`config.mk`:
```
export PLATFORM = sky130hd
export DESIGN_NAME = shflag_unit
export DESIGN_NICKNAME = d
export VERILOG_FILES = /design/src/rtl/shflag_pkg.sv /design/src/rtl/shflag_shifter.sv /design/src/rtl/shflag_flags.sv /design/src/rtl/shflag_unit.sv
export SDC_FILE = /design/constraint.sdc
export NUM_CORES = 1
export LEC_CHECK = 0
export ABC_CLOCK_PERIOD_IN_PS = 5100
export BUFFER_PORTS_ARGS = -buffer_cell sky130_fd_sc_hd__buf_2
export CORE_MARGIN = 2
export CORE_UTILIZATION = 50
export DETAILED_ROUTE_END_ITERATION = 7
export PLACE_DENSITY = 0.76
export SLEW_MARGIN = 20
export SYNTH_ARGS = -nofsm -noshare
export SYNTH_HDL_FRONTEND = slang
export SYNTH_SLANG_ARGS = --single-unit
```
`constraint.sdc`:
```
create_clock -name clk -period 5.1 [get_ports clk]
set_clock_uncertainty 0.1 [all_clocks]
set_input_delay 0.255 -clock clk [delete_from_list [all_inputs] [get_ports clk]]
set_output_delay 0.255 -clock clk [all_outputs]
set_load 0.02 [all_outputs]
```
`src/rtl/shflag_pkg.sv`:
```
package shflag_pkg;

    typedef enum logic [1:0] {
        SH_LEFT  = 2'b00,
        SH_RLOG  = 2'b01,
        SH_RARI  = 2'b10,
        SH_ALT   = 2'b11
    } shop_e;

    typedef enum logic [1:0] {
        SZ_BYTE  = 2'b00,
        SZ_WORD  = 2'b01,
        SZ_DWORD = 2'b10,
        SZ_DALT  = 2'b11
    } opsz_e;

    function automatic logic [6:0] lane_bits(input opsz_e sz);
        unique case (sz)
            SZ_BYTE: lane_bits = 7'd8;
            SZ_WORD: lane_bits = 7'd16;
            default: lane_bits = 7'd32;
        endcase
    endfunction

    function automatic logic [63:0] lane_mask(input opsz_e sz);
        unique case (sz)
            SZ_BYTE: lane_mask = 64'h0000_0000_0000_00FF;
            SZ_WORD: lane_mask = 64'h0000_0000_0000_FFFF;
            default: lane_mask = 64'h0000_0000_FFFF_FFFF;
        endcase
    endfunction

endpackage

```
`src/rtl/shflag_shifter.sv`:
```
module shflag_shifter
    import shflag_pkg::*;
#(
    parameter int DATA_W = 32,
    parameter int SH_W   = 5
) (
    input  shop_e             op,
    input  opsz_e             size,
    input  logic [DATA_W-1:0] operand,
    input  logic [SH_W-1:0]   amt,
    output logic [DATA_W-1:0] result,
    output logic              carry
);
    localparam int EXT_W = 2 * DATA_W;

    logic [6:0]       width;
    logic [EXT_W-1:0] mask;
    logic [EXT_W-1:0] narrow;
    logic [EXT_W-1:0] ext;
    logic [EXT_W-1:0] lsh;
    logic [EXT_W-1:0] rsh;
    logic [SH_W-1:0]  amt_m1;
    logic             sign;

    always_comb begin
        width  = lane_bits(size);
        mask   = lane_mask(size);
        narrow = {{DATA_W{1'b0}}, operand} & mask;
        sign   = narrow[width - 7'd1];
        amt_m1 = (amt == '0) ? '0 : amt - 1'b1;
        ext    = (op == SH_RARI && sign) ? (narrow | ~mask) : narrow;
        lsh    = narrow << amt;
        rsh    = ext >> amt_m1;
        if (op == SH_RLOG || op == SH_RARI) begin
            carry  = rsh[0];
            result = DATA_W'((rsh >> 1) & mask);
        end else begin
            carry  = lsh[width];
            result = DATA_W'(lsh & mask);
        end
    end

endmodule

```
`src/rtl/shflag_flags.sv`:
```
module shflag_flags
    import shflag_pkg::*;
#(
    parameter int DATA_W = 32,
    parameter int SH_W   = 5
) (
    input  shop_e             op,
    input  opsz_e             size,
    input  logic [DATA_W-1:0] operand,
    input  logic [DATA_W-1:0] result,
    input  logic [SH_W-1:0]   amt,
    output logic              ovf,
    output logic              aux,
    output logic              sgn,
    output logic              zro,
    output logic              par
);
    logic [6:0] width;
    logic       op_top;
    logic       res_top;

    always_comb begin
        width   = lane_bits(size);
        op_top  = operand[width - 7'd1];
        res_top = result[width - 7'd1];
        aux     = |amt;
        sgn     = res_top;
        zro     = ~|result;
        par     = ~^result[7:0];
        unique case (op)
            SH_RLOG: ovf = (amt == SH_W'(1)) ? op_top : 1'b0;
            SH_RARI: ovf = 1'b0;
            default: ovf = res_top ^ op_top;
        endcase
    end

endmodule

```
`src/rtl/shflag_unit.sv`:
```
module shflag_unit
    import shflag_pkg::*;
#(
    parameter int DATA_W = 32,
    parameter int CNT_W  = 8
) (
    input  logic              clk,
    input  logic              rst_n,
    input  logic              req_valid,
    input  logic [1:0]        shift_op,
    input  logic [1:0]        op_size,
    input  logic [DATA_W-1:0] operand,
    input  logic [CNT_W-1:0]  shift_cnt,
    output logic              flags_valid,
    output logic [DATA_W-1:0] result,
    output logic              cf,
    output logic              of,
    output logic              af,
    output logic              sf,
    output logic              zf,
    output logic              pf
);
    localparam int SH_W = $clog2(DATA_W);

    shop_e             op_e;
    opsz_e             sz_e;
    logic [SH_W-1:0]   amt;
    logic              take;
    logic [DATA_W-1:0] res_d;
    logic              cf_d, of_d, af_d, sf_d, zf_d, pf_d;

    always_comb begin
        op_e = shop_e'(shift_op);
        sz_e = opsz_e'(op_size);
        amt  = shift_cnt[SH_W-1:0];
        take = req_valid && (amt != '0);
    end

    shflag_shifter #(.DATA_W(DATA_W), .SH_W(SH_W)) u_shift (
        .op(op_e), .size(sz_e), .operand(operand), .amt(amt),
        .result(res_d), .carry(cf_d)
    );

    shflag_flags #(.DATA_W(DATA_W), .SH_W(SH_W)) u_flags (
        .op(op_e), .size(sz_e), .operand(operand), .result(res_d), .amt(amt),
        .ovf(of_d), .aux(af_d), .sgn(sf_d), .zro(zf_d), .par(pf_d)
    );

    always_ff @(posedge clk) begin
        if (!rst_n) begin
            flags_valid <= 1'b0;
            result      <= '0;
            {cf, of, af, sf, zf, pf} <= '0;
        end else begin
            flags_valid <= take;
            if (take) begin
                result <= res_d;
                {cf, of, af, sf, zf, pf} <= {cf_d, of_d, af_d, sf_d, zf_d, pf_d};
            end
        end
    end


    hold_chk: assert property (@(posedge clk) disable iff (!rst_n)
        !take |=> (!flags_valid && $stable(result) && $stable({cf, of, af, sf, zf, pf})));

    latency_chk: assert property (@(posedge clk) disable iff (!rst_n)
        take |=> flags_valid);

    aux_chk: assert property (@(posedge clk) disable iff (!rst_n)
        flags_valid |-> af);

    sar_ovf_chk: assert property (@(posedge clk) disable iff (!rst_n)
        (take && op_e == SH_RARI) |=> !of);

    shr_ovf_chk: assert property (@(posedge clk) disable iff (!rst_n)
        (take && op_e == SH_RLOG && amt != SH_W'(1)) |=> !of);

    zero_chk: assert property (@(posedge clk) disable iff (!rst_n)
        flags_valid |-> (zf == (result == '0)));

endmodule

```
* Word level (Yosys, flattened, before mapping) *
Index checks and enable logic that the tools add are counted.

word-level totals
  output and inout bits = 39
  bits in registers = 39

cells by class
  reductions and logical operators = 10
  shift operators = 2
  $lt $le $gt $ge = 3
  mux-type cells = 16
  add/subtract/negate cells = 2
  bitwise logic cells = 6
  eq/ne operators = 4

operators with widths
  cell                                                count
  bitwise AND 32 bit                                  3
  2-to-1 mux 64 bit                                   1
  NOT 32 -> 64 bit                                    1
  bitwise OR 64 bit                                   1
  one-hot mux 32 bit (2 select lines)                 1
  << shifter 32 x 5 -> 64 bit                         1
  >> shifter 64 x 5 -> 33 bit                         1
  2-to-1 mux 32 bit                                   1
  OR reduction 32 bit                                 1
  < comparator 7 bit, second input constant           2
  binary-select mux 1 bit (select 6 bit)              2
  one-hot mux 6 bit (2 select lines)                  1
  binary-select mux 1 bit (select 5 bit)              2
  XNOR reduction 8 bit                                1
  < comparator 7 x 6 -> 1 bit, second input constant  1
  subtractor 7 x 1 -> 7 bit, second input constant    1
  2-to-1 mux 1 bit                                    6
  == test 5 x 1 -> 1 bit, second input constant       1
  zero test 5 bit                                     1
  2-to-1 mux 5 bit                                    1
  nonzero test 5 bit                                  1
  OR reduction 5 bit                                  1
  subtractor 5 x 1 -> 5 bit, second input constant    1
  == test 2 x 1 -> 1 bit, second input constant       2
  other kinds (7)                                     8

* Longest topological paths before layout *
Gate-level depths: netlist of the first run.

  depth in word-level cells = 14
  depth in mapped cells = 23
  gate-level depth less buffers = 17

* Hierarchy *
Synthesis of the first run repeated with hierarchy kept, for this count alone.

unflattened totals
  cell total of the unflattened synthesis = 1010
  area, all modules = 7663.6 sq um

by module, submodules not included
  module          instances  area an instance (sq um)  cells each
  shflag_shifter  1          4813.4                    692
  shflag_unit     1          2573.7                    279
  shflag_flags    1          276.5                     39

* Least setup slack after synthesis of the first run *
Ideal clock, no wire load.

  kind = in2reg
  from = in shift_cnt[0]
  to = reg zf
  required time = 4.916 ns
  library setup time = 0.084 ns
  path buffers = 5
  arrival time = 4.313 ns
  path slack = 0.603 ns
  stages = 21
  path through = buf_2 clkinv_1 buf_2 buf_1 ha_1 or4b_1 buf_6 nand2_2 buf_4 mux2_2 o21a_1 mux2_2 mux2_2 o211ai_1 o21a_1 ha_1 and4_1 nand3_1 nor4_1 nand4_1 o31ai_2

between the ends
  cells in the longest elaborated chain, start to end = 7

ends and longest elaborated chain
  item                                                          line                  text
  start: declaration                                            shflag_unit.sv:13     input logic [CNT_W-1:0] shift_cnt,
  subtractor 5 x 1 -> 5 bit or zero test 5 bit (tied branches)  shflag_shifter.sv:30  amt_m1 = (amt == '0) ? '0 : amt - 1'b1;
  2-to-1 mux 5 bit                                              shflag_shifter.sv:30
  >> shifter 64 x 5 -> 33 bit                                   shflag_shifter.sv:33  rsh = ext >> amt_m1;
  bitwise AND 32 bit                                            shflag_shifter.sv:36  result = DATA_W'((rsh >> 1) & mask);
  2-to-1 mux 32 bit                                             shflag_shifter.sv:34  if (op == SH_RLOG || op == SH_RARI) begin
  OR reduction 32 bit                                           shflag_flags.sv:28    zro = ~|result;
  zero test 1 bit                                               shflag_flags.sv:28
  end signal: assignment                                        shflag_unit.sv:58     {cf, of, af, sf, zf, pf} <= {cf_d, of_d, af_d, sf_d, zf_d, pf_d};
  end: declaration                                              shflag_unit.sv:20     output logic zf,

Parallel ways exist; a longest one is shown, timed or not.
A chain may end at the register's enable or synchronous reset.

* Final worst setup path of the first run *
Same ends and word-level chain as after synthesis.

==> results of run 1 <==
## cell type report
class                           instances  share of cell area
Clock inverter                          3             0.00574
Inverter                               14             0.00689
Clock buffer                            5              0.0164
Multi-Input combinational cell        830               0.742
Tap cell                              180              0.0295
Timing Repair Buffer                  123              0.0962
Antenna cell                            1            0.000328
Sequential cell                        39               0.102
## routing by layer
metal,vias to the layer above,routed length [um]
met5,-,0
met4,0,1660
met3,119,4150
met2,698,13000
met1,4087,11700
li1,3867,-
## tightest hold or removal path, stage by stage
cell and delay [ns]:
sky130_fd_sc_hd__buf_2 0.18, sky130_fd_sc_hd__o21ai_0 0.10, sky130_fd_sc_hd__a21oi_1 0.04
## flip-flops by register name, summed over array words and instances, names as in the netlist
register     flops
of               1
zf               1
sf               1
flags_valid      1
result          32
pf               1
af               1
cf               1
## synthesized netlist by cell type, drive strengths merged, types with 4 or more instances
library cell / n
a31oi: 21
mux4: 16
nor2b: 7
nor3: 23
o21ai: 62
nand3: 41
o211ai: 20
nand3b: 4
a21o: 6
mux2: 19
o2111ai: 4
dfxtp: 39
ha: 10
mux2i: 71
nand4: 13
and3: 11
o2bb2ai: 4
a211o: 8
nor4: 14
or3: 5
o221ai: 7
a221oi: 10
nand2b: 11
nand4b: 8
o31ai: 16
a22oi: 7
a21oi: 79
nor2: 70
o311ai: 7
buf: 42
a31o: 4
a211oi: 21
and2: 10
xnor2: 4
a2111oi: 8
nand2: 129
inv: 12
o21a: 7
clkbuf: 69
o22ai: 15
## kinds of logic (layout without fill, tap and decap cells)
family | count (synthesis) | count (layout) | share of synthesized area
simple gates | 362 | 362 | 0.255
compound gates | 347 | 347 | 0.345
buf+inv | 125 | 145 | 0.0815
mux | 106 | 106 | 0.184
flops | 39 | 39 | 0.112
fa+ha+maj | 10 | 10 | 0.0179
xor+xnor | 5 | 5 | 0.00626
other cells | 0 | 1 | 0
## worst max path at each step
stage               slack [ns]  end  cells after the start         start
finish                    0.37   zf                     16  shift_cnt[0]
global route              0.21   zf                     16  shift_cnt[0]
CTS                       0.67   zf                     16  shift_cnt[0]
detailed placement        0.37   zf                     16  shift_cnt[0]
global placement          0.50   zf                     16  shift_cnt[0]
floorplan                 0.60   zf                     21  shift_cnt[0]
## power by group through the flow
stage	sequential (mW)	combinational, mW	clock [mW]
after global placement	0.348	0.920	0
after floorplan	0.378	0.604	0
after global routing	0.344	1.02	0.370
final	0.343	0.970	0.359
after CTS	0.342	0.929	0.360
after detailed placement	0.349	0.924	0
## stage by stage
step / power (mW) / hold slack [ns]
after floorplan: 0.982 / 0.318
after global placement: 1.27 / 0.342
after detailed placement: 1.27 / 0.347
after CTS: 1.63 / 0.240
after global routing: 1.74 / 0.246
final: 1.67 / 0.242
## layout by cell type, fill, tap and decap left out, types with 7 or more instances in the layout
| cell | n |
|---|---|
| sky130_fd_sc_hd__o31ai_1 | 15 |
| sky130_fd_sc_hd__nand2_1 | 128 |
| sky130_fd_sc_hd__and3_1 | 11 |
| sky130_fd_sc_hd__o21a_1 | 7 |
| sky130_fd_sc_hd__a211oi_1 | 19 |
| sky130_fd_sc_hd__o21ai_1 | 7 |
| sky130_fd_sc_hd__a211o_1 | 8 |
| sky130_fd_sc_hd__nand4b_1 | 8 |
| sky130_fd_sc_hd__mux2i_1 | 71 |
| sky130_fd_sc_hd__nand3_1 | 39 |
| sky130_fd_sc_hd__nor4_1 | 13 |
| sky130_fd_sc_hd__nor2_1 | 69 |
| sky130_fd_sc_hd__nand2b_1 | 11 |
| sky130_fd_sc_hd__a31oi_1 | 20 |
| sky130_fd_sc_hd__o211ai_1 | 20 |
| sky130_fd_sc_hd__o21ai_0 | 55 |
| sky130_fd_sc_hd__buf_4 | 41 |
| sky130_fd_sc_hd__a21oi_1 | 78 |
| sky130_fd_sc_hd__mux2_2 | 19 |
| sky130_fd_sc_hd__a221oi_1 | 8 |
| sky130_fd_sc_hd__ha_1 | 9 |
| sky130_fd_sc_hd__o221ai_1 | 7 |
| sky130_fd_sc_hd__mux4_2 | 16 |
| sky130_fd_sc_hd__buf_2 | 81 |
| sky130_fd_sc_hd__nor2b_1 | 7 |
| sky130_fd_sc_hd__inv_1 | 11 |
| sky130_fd_sc_hd__dfxtp_1 | 39 |
| sky130_fd_sc_hd__nand4_1 | 13 |
| sky130_fd_sc_hd__o22ai_1 | 15 |
| sky130_fd_sc_hd__nor3_1 | 23 |
| sky130_fd_sc_hd__and2_1 | 10 |
==> flow_summary.toml, run 1 <==
[status]
outcome = "complete, no violations"

[setup_path]
reg2reg_to = "of"
rrSetupSlack_ns = 3.81
critPathMaxStageDelay_ns = 0.79
r2r_start = "of"
kind_of_capture_point_of_the_worst_setup_path = "flop"
worst_ep_arrival_time_ns = 4.83
cp_slowest_cell = "sky130_fd_sc_hd__nor4b_4"
timing_worst_setup_path_type = "in -> reg"
critPathBufInv = 2
cp_data_required_time_ns = 5.20
critical_path.top_delay_family = "compound AO/OA/AOI/OAI gates"
worst_setup_start_kind = "input port"
worst_reg_to_reg_path_cell_count = 4
worstPathCellList = "buf_4 -> clkinv_1 -> ha_1 -> nor4b_4 -> nor3_1 -> a2111oi_0 -> a21oi_1 -> o31ai_1 -> o22ai_1 -> a21oi_1 -> ha_1 -> and4_1 -> nand3_1 -> nor4_1 -> nand4_1 -> o31ai_2"
crit_fanout = 14

[timing]
timing.final.ws_setup_ns = 0.370
maxSlewViolCount = 0
timing.max_slew.rel_slack = 0.373
timing.final.setup_violations = 0
tightest_slew_ns = 0.931
ratio_of_final_minimum_period_to_clock_period = 0.928
final_period_minus_worst_setup_slack_ns = 4.73
count_of_final_hold_check_violations = 0
fmaxAchievable_mhz = 211
grt_setup_unrepaired = "false"
setup_total_negative_slack_ns = 0

[global_routing]
vias_in_the_first_global_route = 7813
global_route.usage.total = 0.397
globalRouteMet3Util = 0.105
grt_util_met1 = 0.535
grt_overflow_total = 0
grt_start_max_net_pins = 91
initial_antenna_violation_count = 0
met2_usage_grt = 0.589
grt_first_pass_wirelength_um = 45500
top_usage_layer = "met2"

[yosys]
syn_inst = 994
synth_flop_cell = "sky130_fd_sc_hd__dfxtp_1"
post-synth-top-area-fraction = 0.112
post_synth_instance_area_mm2 = 0.00700
ys.warnings.count = 0
synth.yosys.seq_area_share = 0.112
yosysTopAreaCell = "sky130_fd_sc_hd__dfxtp_1"
yosys-top-cells-area = "sky130_fd_sc_hd__dfxtp_1, sky130_fd_sc_hd__mux2i_1, sky130_fd_sc_hd__nand2_1"
synth.distinct_cells = 92
asyncSetResetFlopFracSynth = 0
number_of_register_bits_inferred_by_synthesis = 39
syn_nets = 1051
synthesis.area_per_instance_um2 = 7.04
synth_enable_flop_cells = 0

[detailed_routing]
routed-via-count = 8771
avgViaCountPerCell = 7.34
postRouteWirelength_um = 30500
pre_antenna_drt_iters = 6
route.antenna.remaining_nets = 0
post_route_drc_violation_count = 0
drt_iter0_markers = 1628
routed_wire_length_per_instance_um = 25.5

[power]
intPower_mw = 0.895
netSwitchingPower_mw = 0.777
power.share.sequential = 0.205
combPwrFrac = 0.580
leakagePower_nw = 3.02
power.ir.vdd_worst_uv = 184
power.switching_fraction = 0.465
p_clk_frac = 0.215
powerDensity_mw_per_mm2 = 219

[placed_design]
place.detailed.hpwl_um = 22600
numPortBuffers = 82
dpl_cell_area_mm2 = 0.00745
post-place-cells = 1186
place_congestion = 1.07
dp_worst_setup_slack_ns = 0.371

[clocking]
cts-resized-gates = 0
cts.reportedPaths.clkPinSlew_ns = 0.06
clk-insertion-delay-late_ns = 0.28
cts-root-to-sink-buffers = 2
number_of_clock_buffers_inserted_by_tritoncts = 5
clock_sink_count = 39
clockRootBuffer = "sky130_fd_sc_hd__clkbuf_16"
postCtsHoldBufs = 0
number_of_setup_buffers_added_after_cts = 0
ctsHtreeMaxLevel = 2
clock_tree_from_tritoncts = "built"

[cells_and_area]
finalNetCount = 1070
design_area_mm2 = 0.00762
register_area_um2 = 781
multi_input_comb_area_mm2 = 0.00566
num-fill-cells = 1382
drive_gt1_frac = 0.192
area_growth_syn_to_layout_pct = 8.90
post-route-util = 0.554
finish.cell_count_without_fillers = 1195

[die]
start_util = 0.508
row_count = 43
num_io_pins = 86
dieArea_mm2 = 0.0150
die_w_um = 122
fp.dieH_um = 122
core_mm2 = 0.0138

[worst_hold_path]
min_path_type = "in -> reg"
hold_path_startpoint = "rst_n"
hold-path-cell-count = 3
whs_endpoint = "result[3]"

[job]
drv_cap = 0
(Power assumes the default switching activity.)
==> run 2, diff against run 1 <==
ABC_AREA = 1   (was default)
CELL_PAD_IN_SITES_DETAIL_PLACEMENT = 1   (was default)
CELL_PAD_IN_SITES_GLOBAL_PLACEMENT = 1   (was default)
CORE_UTILIZATION = 40   (was 50)
PLACE_DENSITY = 0.89   (was 0.76)
==> run 2 against run 1 <==
  * Sequential power rose by 1%
  * Critical path type unchanged
  * Fmax rose by 17%
  * Die area rose by 5.7%
  * Largest power group unchanged
  * Final cell count rose by 11%
  * Largest cell class unchanged
  * Sequential share of layout area rose by 1.9 points
==> flow_summary.toml, run 2 <==
[timing]
final_period_minus_worst_setup_slack_ns = 4.05
timing.max_slew.rel_slack = 0.321
timing.final.ws_setup_ns = 1.05
fmaxAchievable_mhz = 247
grt_setup_unrepaired = "false"
tightest_slew_ns = 1.02
timing.final.setup_violations = 0
ratio_of_final_minimum_period_to_clock_period = 0.794
hold-worst-slack_ns = 0.251
setup_total_negative_slack_ns = 0
maxSlewViolCount = 0
count_of_final_hold_check_violations = 0

[power]
leakagePower_nw = 3.27
power.ir.vdd_worst_uv = 138
powerDensity_mw_per_mm2 = 245

[global_routing]
global_route.usage.total = 0.329
grt_first_pass_wirelength_um = 42200
grt_start_max_net_pins = 73
grt_overflow_total = 0
initial_antenna_violation_count = 0
vias_in_the_first_global_route = 7937

[clocking]
number_of_clock_buffers_inserted_by_tritoncts = 5
postCtsHoldBufs = 0
number_of_setup_buffers_added_after_cts = 0
clockRootBuffer = "sky130_fd_sc_hd__clkbuf_16"
clk-insertion-delay-late_ns = 0.28
cts-resized-gates = 0
clock_sink_count = 39
cts.reportedPaths.clkPinSlew_ns = 0.06
ctsHtreeMaxLevel = 2
cts-root-to-sink-buffers = 2
clock_tree_from_tritoncts = "built"

[setup_path]
worst_ep_arrival_time_ns = 4.17
crit_fanout = 11
worst_setup_start_kind = "input port"
critPathBufInv = 5
cp_slowest_cell = "sky130_fd_sc_hd__ha_1"
kind_of_capture_point_of_the_worst_setup_path = "flop"
critical_path.top_delay_family = "simple AND/OR/NAND/NOR gates"
cp_data_required_time_ns = 5.22
timing_worst_setup_path_type = "in -> reg"
critPathMaxStageDelay_ns = 0.41

[yosys]
synth_flop_cell = "sky130_fd_sc_hd__dfxtp_1"
yosysTopAreaCell = "sky130_fd_sc_hd__nand2_1"
syn_nets = 1170
cell_types_with_the_highest_counts_after_synthesis = "sky130_fd_sc_hd__nand2_1, sky130_fd_sc_hd__nand3_1, sky130_fd_sc_hd__o21ai_0"
synth.yosys.seq_area_share = 0.132
ys.warnings.count = 0
post_synth_instance_area_mm2 = 0.00593
synthesis.area_per_instance_um2 = 5.33
synth.distinct_cells = 46
synth.most_common_cell = "sky130_fd_sc_hd__nand2_1"
post-synth-top-area-fraction = 0.221
number_of_register_bits_inferred_by_synthesis = 39
syn_inst = 1113
asyncSetResetFlopFracSynth = 0
synth_enable_flop_cells = 0
yosys-top-cells-area = "sky130_fd_sc_hd__nand2_1, sky130_fd_sc_hd__nand3_1, sky130_fd_sc_hd__dfxtp_1"

[placed_design]
place_congestion = 0.983
post-place-cells = 1314
dp_worst_setup_slack_ns = 0.919
place.detailed.hpwl_um = 19800
numPortBuffers = 82

[cells_and_area]
most_frequent_cells_in_the_layout = "sky130_fd_sc_hd__nand2_1, sky130_fd_sc_hd__nand3_1, sky130_fd_sc_hd__o21ai_0"
register_area_um2 = 781
max_ffs_per_register = 32
antenna-diode-count = 0
num-fill-cells = 2161
top_register = "result"
most_common_library_cell_in_the_layout_ignoring_fill_and_taps = "sky130_fd_sc_hd__nand2_1"
finalNetCount = 1194
area_growth_syn_to_layout_pct = 8.35
finish.cell_count_without_fillers = 1322
drive_gt1_frac = 0.120
multi_input_comb_area_mm2 = 0.00443

[detailed_routing]
routed-via-count = 8254
post_route_drc_violation_count = 0
routed_wire_length_per_instance_um = 20.2
routed.top_layer = "met4"
drt_iter0_markers = 1149
route.antenna.remaining_nets = 0
postRouteWirelength_um = 26600
met1_routed_wirelength_after_detailed_routing_um = 10900
avgViaCountPerCell = 6.24
detailroute.wirelength.met2_um = 12400
routed_length_on_met3_um = 2120
pre_antenna_drt_iters = 5

[die]
num_io_pins = 86
fp.dieH_um = 126
die_w_um = 126
start_util = 0.408
core_mm2 = 0.0145
row_count = 44
dieArea_mm2 = 0.0158

[job]
drv_cap = 0

[status]
outcome = "complete, no violations"

[worst_hold_path]
min_path_type = "in -> reg"
==> run 2: cell count changes after synthesis, sizes merged, moves of 15 or more <==
cell / previous run / this run
a211oi: 21 / 2
a21oi: 79 / 56
clkbuf: 69 / 25
inv: 12 / 73
mux2: 19 / 0
mux2i: 71 / 7
mux4: 16 / 0
nand2: 129 / 352
nand3: 41 / 231
nor3: 23 / 5
o21ai: 62 / 134
o31ai: 16 / 1
==> run 2: cells by family (layout without fill, tap and decap cells) <==
group | Yosys count | count (layout) | synth area share
simple gates | 664 | 664 | 0.495
compound gates | 234 | 234 | 0.214
buf+inv | 156 | 181 | 0.123
flops | 39 | 39 | 0.132
fa+ha+maj | 10 | 10 | 0.0211
mux | 7 | 7 | 0.0118
xor+xnor | 3 | 3 | 0.00443
==> run 2: cell type report <==
type                       instances  share of cell area
multi-input combinational        918               0.689
sequential                        39               0.121
timing repair buffer              97              0.0814
inverter                          76              0.0461
tap                              184              0.0358
clock buffer                       5              0.0195
clock inverter                     3             0.00681
==> run 2: worst register-to-register path, stage by stage (launching register included) <==
cell and delay [ns]:
sky130_fd_sc_hd__dfxtp_1 0.33, sky130_fd_sc_hd__o21ai_0 0.20, sky130_fd_sc_hd__a21oi_1 0.08
==> run 2: layer usage <==
metal	vias to the layer above	track usage
li1	3795	-
met1	3927	0.417
met2	441	0.556
met3	91	0.0531
met4	0	0.133
met5	-	0
==> run 2: where the power goes <==
part	internal (mW)	switching (mW)	leakage [nW]
registers	0.332	0.0150	0.323
logic	0.253	0.613	2.86
clock network	0.231	0.133	0.0838
total	0.815	0.760	3.27
==> run 2: path summary, 6_finish.rpt <==
| check | startpoint | end | slack (ns) | depth (start not counted) |
|---|---|---|---|---|
| hold reg to reg | zf | zf | 0.38 | 2 |
| hold / removal | req_valid | flags_valid | 0.25 | 3 |
| setup reg to reg | result[24] | result[24] | 4.24 | 2 |
| setup / recovery | op_size[0] | zf | 1.05 | 25 |
==> run 2: metrics by stage <==
| stage | power (mW) | util | area [um2] |
|---|---|---|---|
| 2_1_floorplan | 0.940 | - | 5930 |
| 3_3_place_gp | 1.14 | 0.431 | 6260 |
| 3_5_place_dp | 1.17 | 0.431 | 6260 |
| 4_1_cts | 1.55 | 0.442 | 6430 |
| 5_1_grt | 1.67 | 0.442 | 6430 |
| 6_report | 1.58 | 0.442 | 6430 |
==> run 3, diff against run 2 <==
ABC_CLOCK_PERIOD_IN_PS = 3900   (was 5100)
clock period = 3.9 ns   (was 5.1 ns; I/O delays follow)
==> run 3 against run 2 <==
  * Utilization grew 0.35 points
  * Setup slack got worse by 0.88 ns
  * Global-route usage rose by 0.88 points
  * Design area grew 0.80%
  * Flip-flop and latch count unchanged
  * Non-clock buffer count up 10
  * Register-to-register slack lost 1.3 ns
  * Wire length up 2.1%
  * Clock power rose by 7.7%
  * Sequential power increased by 30%
  * Count of clock-buffer cells in the layout grew 2
==> flow_summary.toml, run 3 (synthesis results as in run 2) <==
[setup_path]
rrSetupSlack_ns = 2.98
cp_slowest_cell = "sky130_fd_sc_hd__nand4_4"
cp_data_required_time_ns = 3.96
critPathMaxStageDelay_ns = 0.40
critical_path.top_delay_family = "simple AND/OR/NAND/NOR gates"
crit_fanout = 32
timing_worst_setup_path_type = "in -> reg"
kind_of_capture_point_of_the_worst_setup_path = "flop"
worst_setup_start_kind = "input port"
critPathBufInv = 5
worst_ep_arrival_time_ns = 3.78
worstPathCellList = "buf_2 -> inv_1 -> nor2_1 -> inv_1 -> ha_1 -> buf_4 -> inv_1 -> nand4_4 -> nand3_1 -> nand3_1 -> nand2_1 -> nand2_1 -> nand2_1 -> nor2_1 -> o21ai_0 -> a31oi_1 -> ha_1 -> xnor2_1 -> xnor2_1 -> a21oi_1"

[clocking]
number_of_clock_buffers_inserted_by_tritoncts = 5
clk-insertion-delay-late_ns = 0.28
clock_tree_from_tritoncts = "built"
ctsHtreeMaxLevel = 2
cts.reportedPaths.clkPinSlew_ns = 0.06
cts-root-to-sink-buffers = 2
clock_sink_count = 39
clockRootBuffer = "sky130_fd_sc_hd__clkbuf_16"

[detailed_routing]
routed_wire_length_per_instance_um = 20.4
route.antenna.remaining_nets = 0
avgViaCountPerCell = 6.07
pre_antenna_drt_iters = 5
postRouteWirelength_um = 27200
routed-via-count = 8088
post_route_drc_violation_count = 0
drt_iter0_markers = 970

[global_routing]
initial_antenna_violation_count = 0
grt_overflow_total = 0
vias_in_the_first_global_route = 7881
grt_start_max_net_pins = 49
grt_first_pass_wirelength_um = 42600
global_route.usage.total = 0.337

[placed_design]
numPortBuffers = 82
dp_worst_setup_slack_ns = 0.0167
place.detailed.hpwl_um = 21000
place_congestion = 0.974
dpl_cell_area_mm2 = 0.00633

[power]
powerDensity_mw_per_mm2 = 307
p_total_mw = 1.99
leakagePower_nw = 3.30
power.ir.vdd_worst_uv = 199

[timing]
maxSlewViolCount = 0
timing.final.setup_violations = 0
count_of_final_hold_check_violations = 0
tightest_slew_ns = 0.535
grt_setup_unrepaired = "true"
ratio_of_final_minimum_period_to_clock_period = 0.956
timing.final.ws_setup_ns = 0.172
fmaxAchievable_mhz = 268
timing.max_slew.rel_slack = 0.643
setup_total_negative_slack_ns = 0
final_period_minus_worst_setup_slack_ns = 3.73

[cells_and_area]
num-fill-cells = 2153
area_growth_syn_to_layout_pct = 9.22
design_area_mm2 = 0.00648
most_frequent_cells_in_the_layout = "sky130_fd_sc_hd__nand2_1, sky130_fd_sc_hd__nand3_1, sky130_fd_sc_hd__o21ai_0"
most_common_library_cell_in_the_layout_ignoring_fill_and_taps = "sky130_fd_sc_hd__nand2_1"
max_ffs_per_register = 32
top_register = "result"
post-route-util = 0.446
finalNetCount = 1204
drive_gt1_frac = 0.127
antenna-diode-count = 0

[die]
row_count = 44
die_w_um = 126
fp.dieH_um = 126
start_util = 0.408
core_mm2 = 0.0145
dieArea_mm2 = 0.0158
num_io_pins = 86

[worst_hold_path]
min_path_type = "in -> reg"

[job]
drv_cap = 0

[status]
outcome = "complete, no violations"
-- run 3: cell type report --
type | count | area, um2 | area share
multi-input combinational | 918 | 4440 | 0.685
sequential | 39 | 781 | 0.121
timing repair buffer | 107 | 598 | 0.0923
inverter | 76 | 297 | 0.0458
tap | 184 | 230 | 0.0355
clock buffer | 7 | 133 | 0.0205
clock inverter | 1 | 5.00 | 0.000772
-- run 3: power by group --
part,switching (mW),total (mW),internal (mW)
logic,0.807,1.15,0.341
registers,0.0184,0.452,0.434
clock network,0.155,0.391,0.236
total,0.980,1.99,1.01
-- run 3: tightest hold or removal path, stage by stage --
cell                      delay [ns]
sky130_fd_sc_hd__buf_2          0.08
sky130_fd_sc_hd__nand2_1        0.12
sky130_fd_sc_hd__nor2_1         0.11
-- run 3: through the flow --
stage / instances / hold WS [ns]
after detailed placement: 1324 / 0.352
after floorplan: 1113 / 0.233
final: 1332 / 0.162
after global placement: 1324 / 0.352
after CTS: 1332 / 0.153
after global routing: 1332 / 0.174
-- run 3: what timing repair did --
item | in CTS | in global routing
buffers inserted | 0 | 0
hold buffers | 0 | 0
endpoints found under the hold margin | 0 | 0
gates resized for setup | 0 | 2
endpoints found under the setup margin | 0 | 2
-- run 3: final timing paths --
| kind | cells past startpoint | start | endpoint |
|---|---|---|---|
| worst max-delay path | 20 | op_size[0] | pf |
| worst min-delay path | 3 | req_valid | flags_valid |
| worst max register to register | 2 | result[16] | result[16] |
| worst min register to register | 2 | af | af |
-- run 3: layer usage --
layer,up-vias,GRT usage,share of wire
li1,3806,-,-
met1,3846,0.443,0.43
met2,358,0.569,0.46
met3,78,0.0527,0.066
met4,0,0.107,0.038
met5,-,0,0
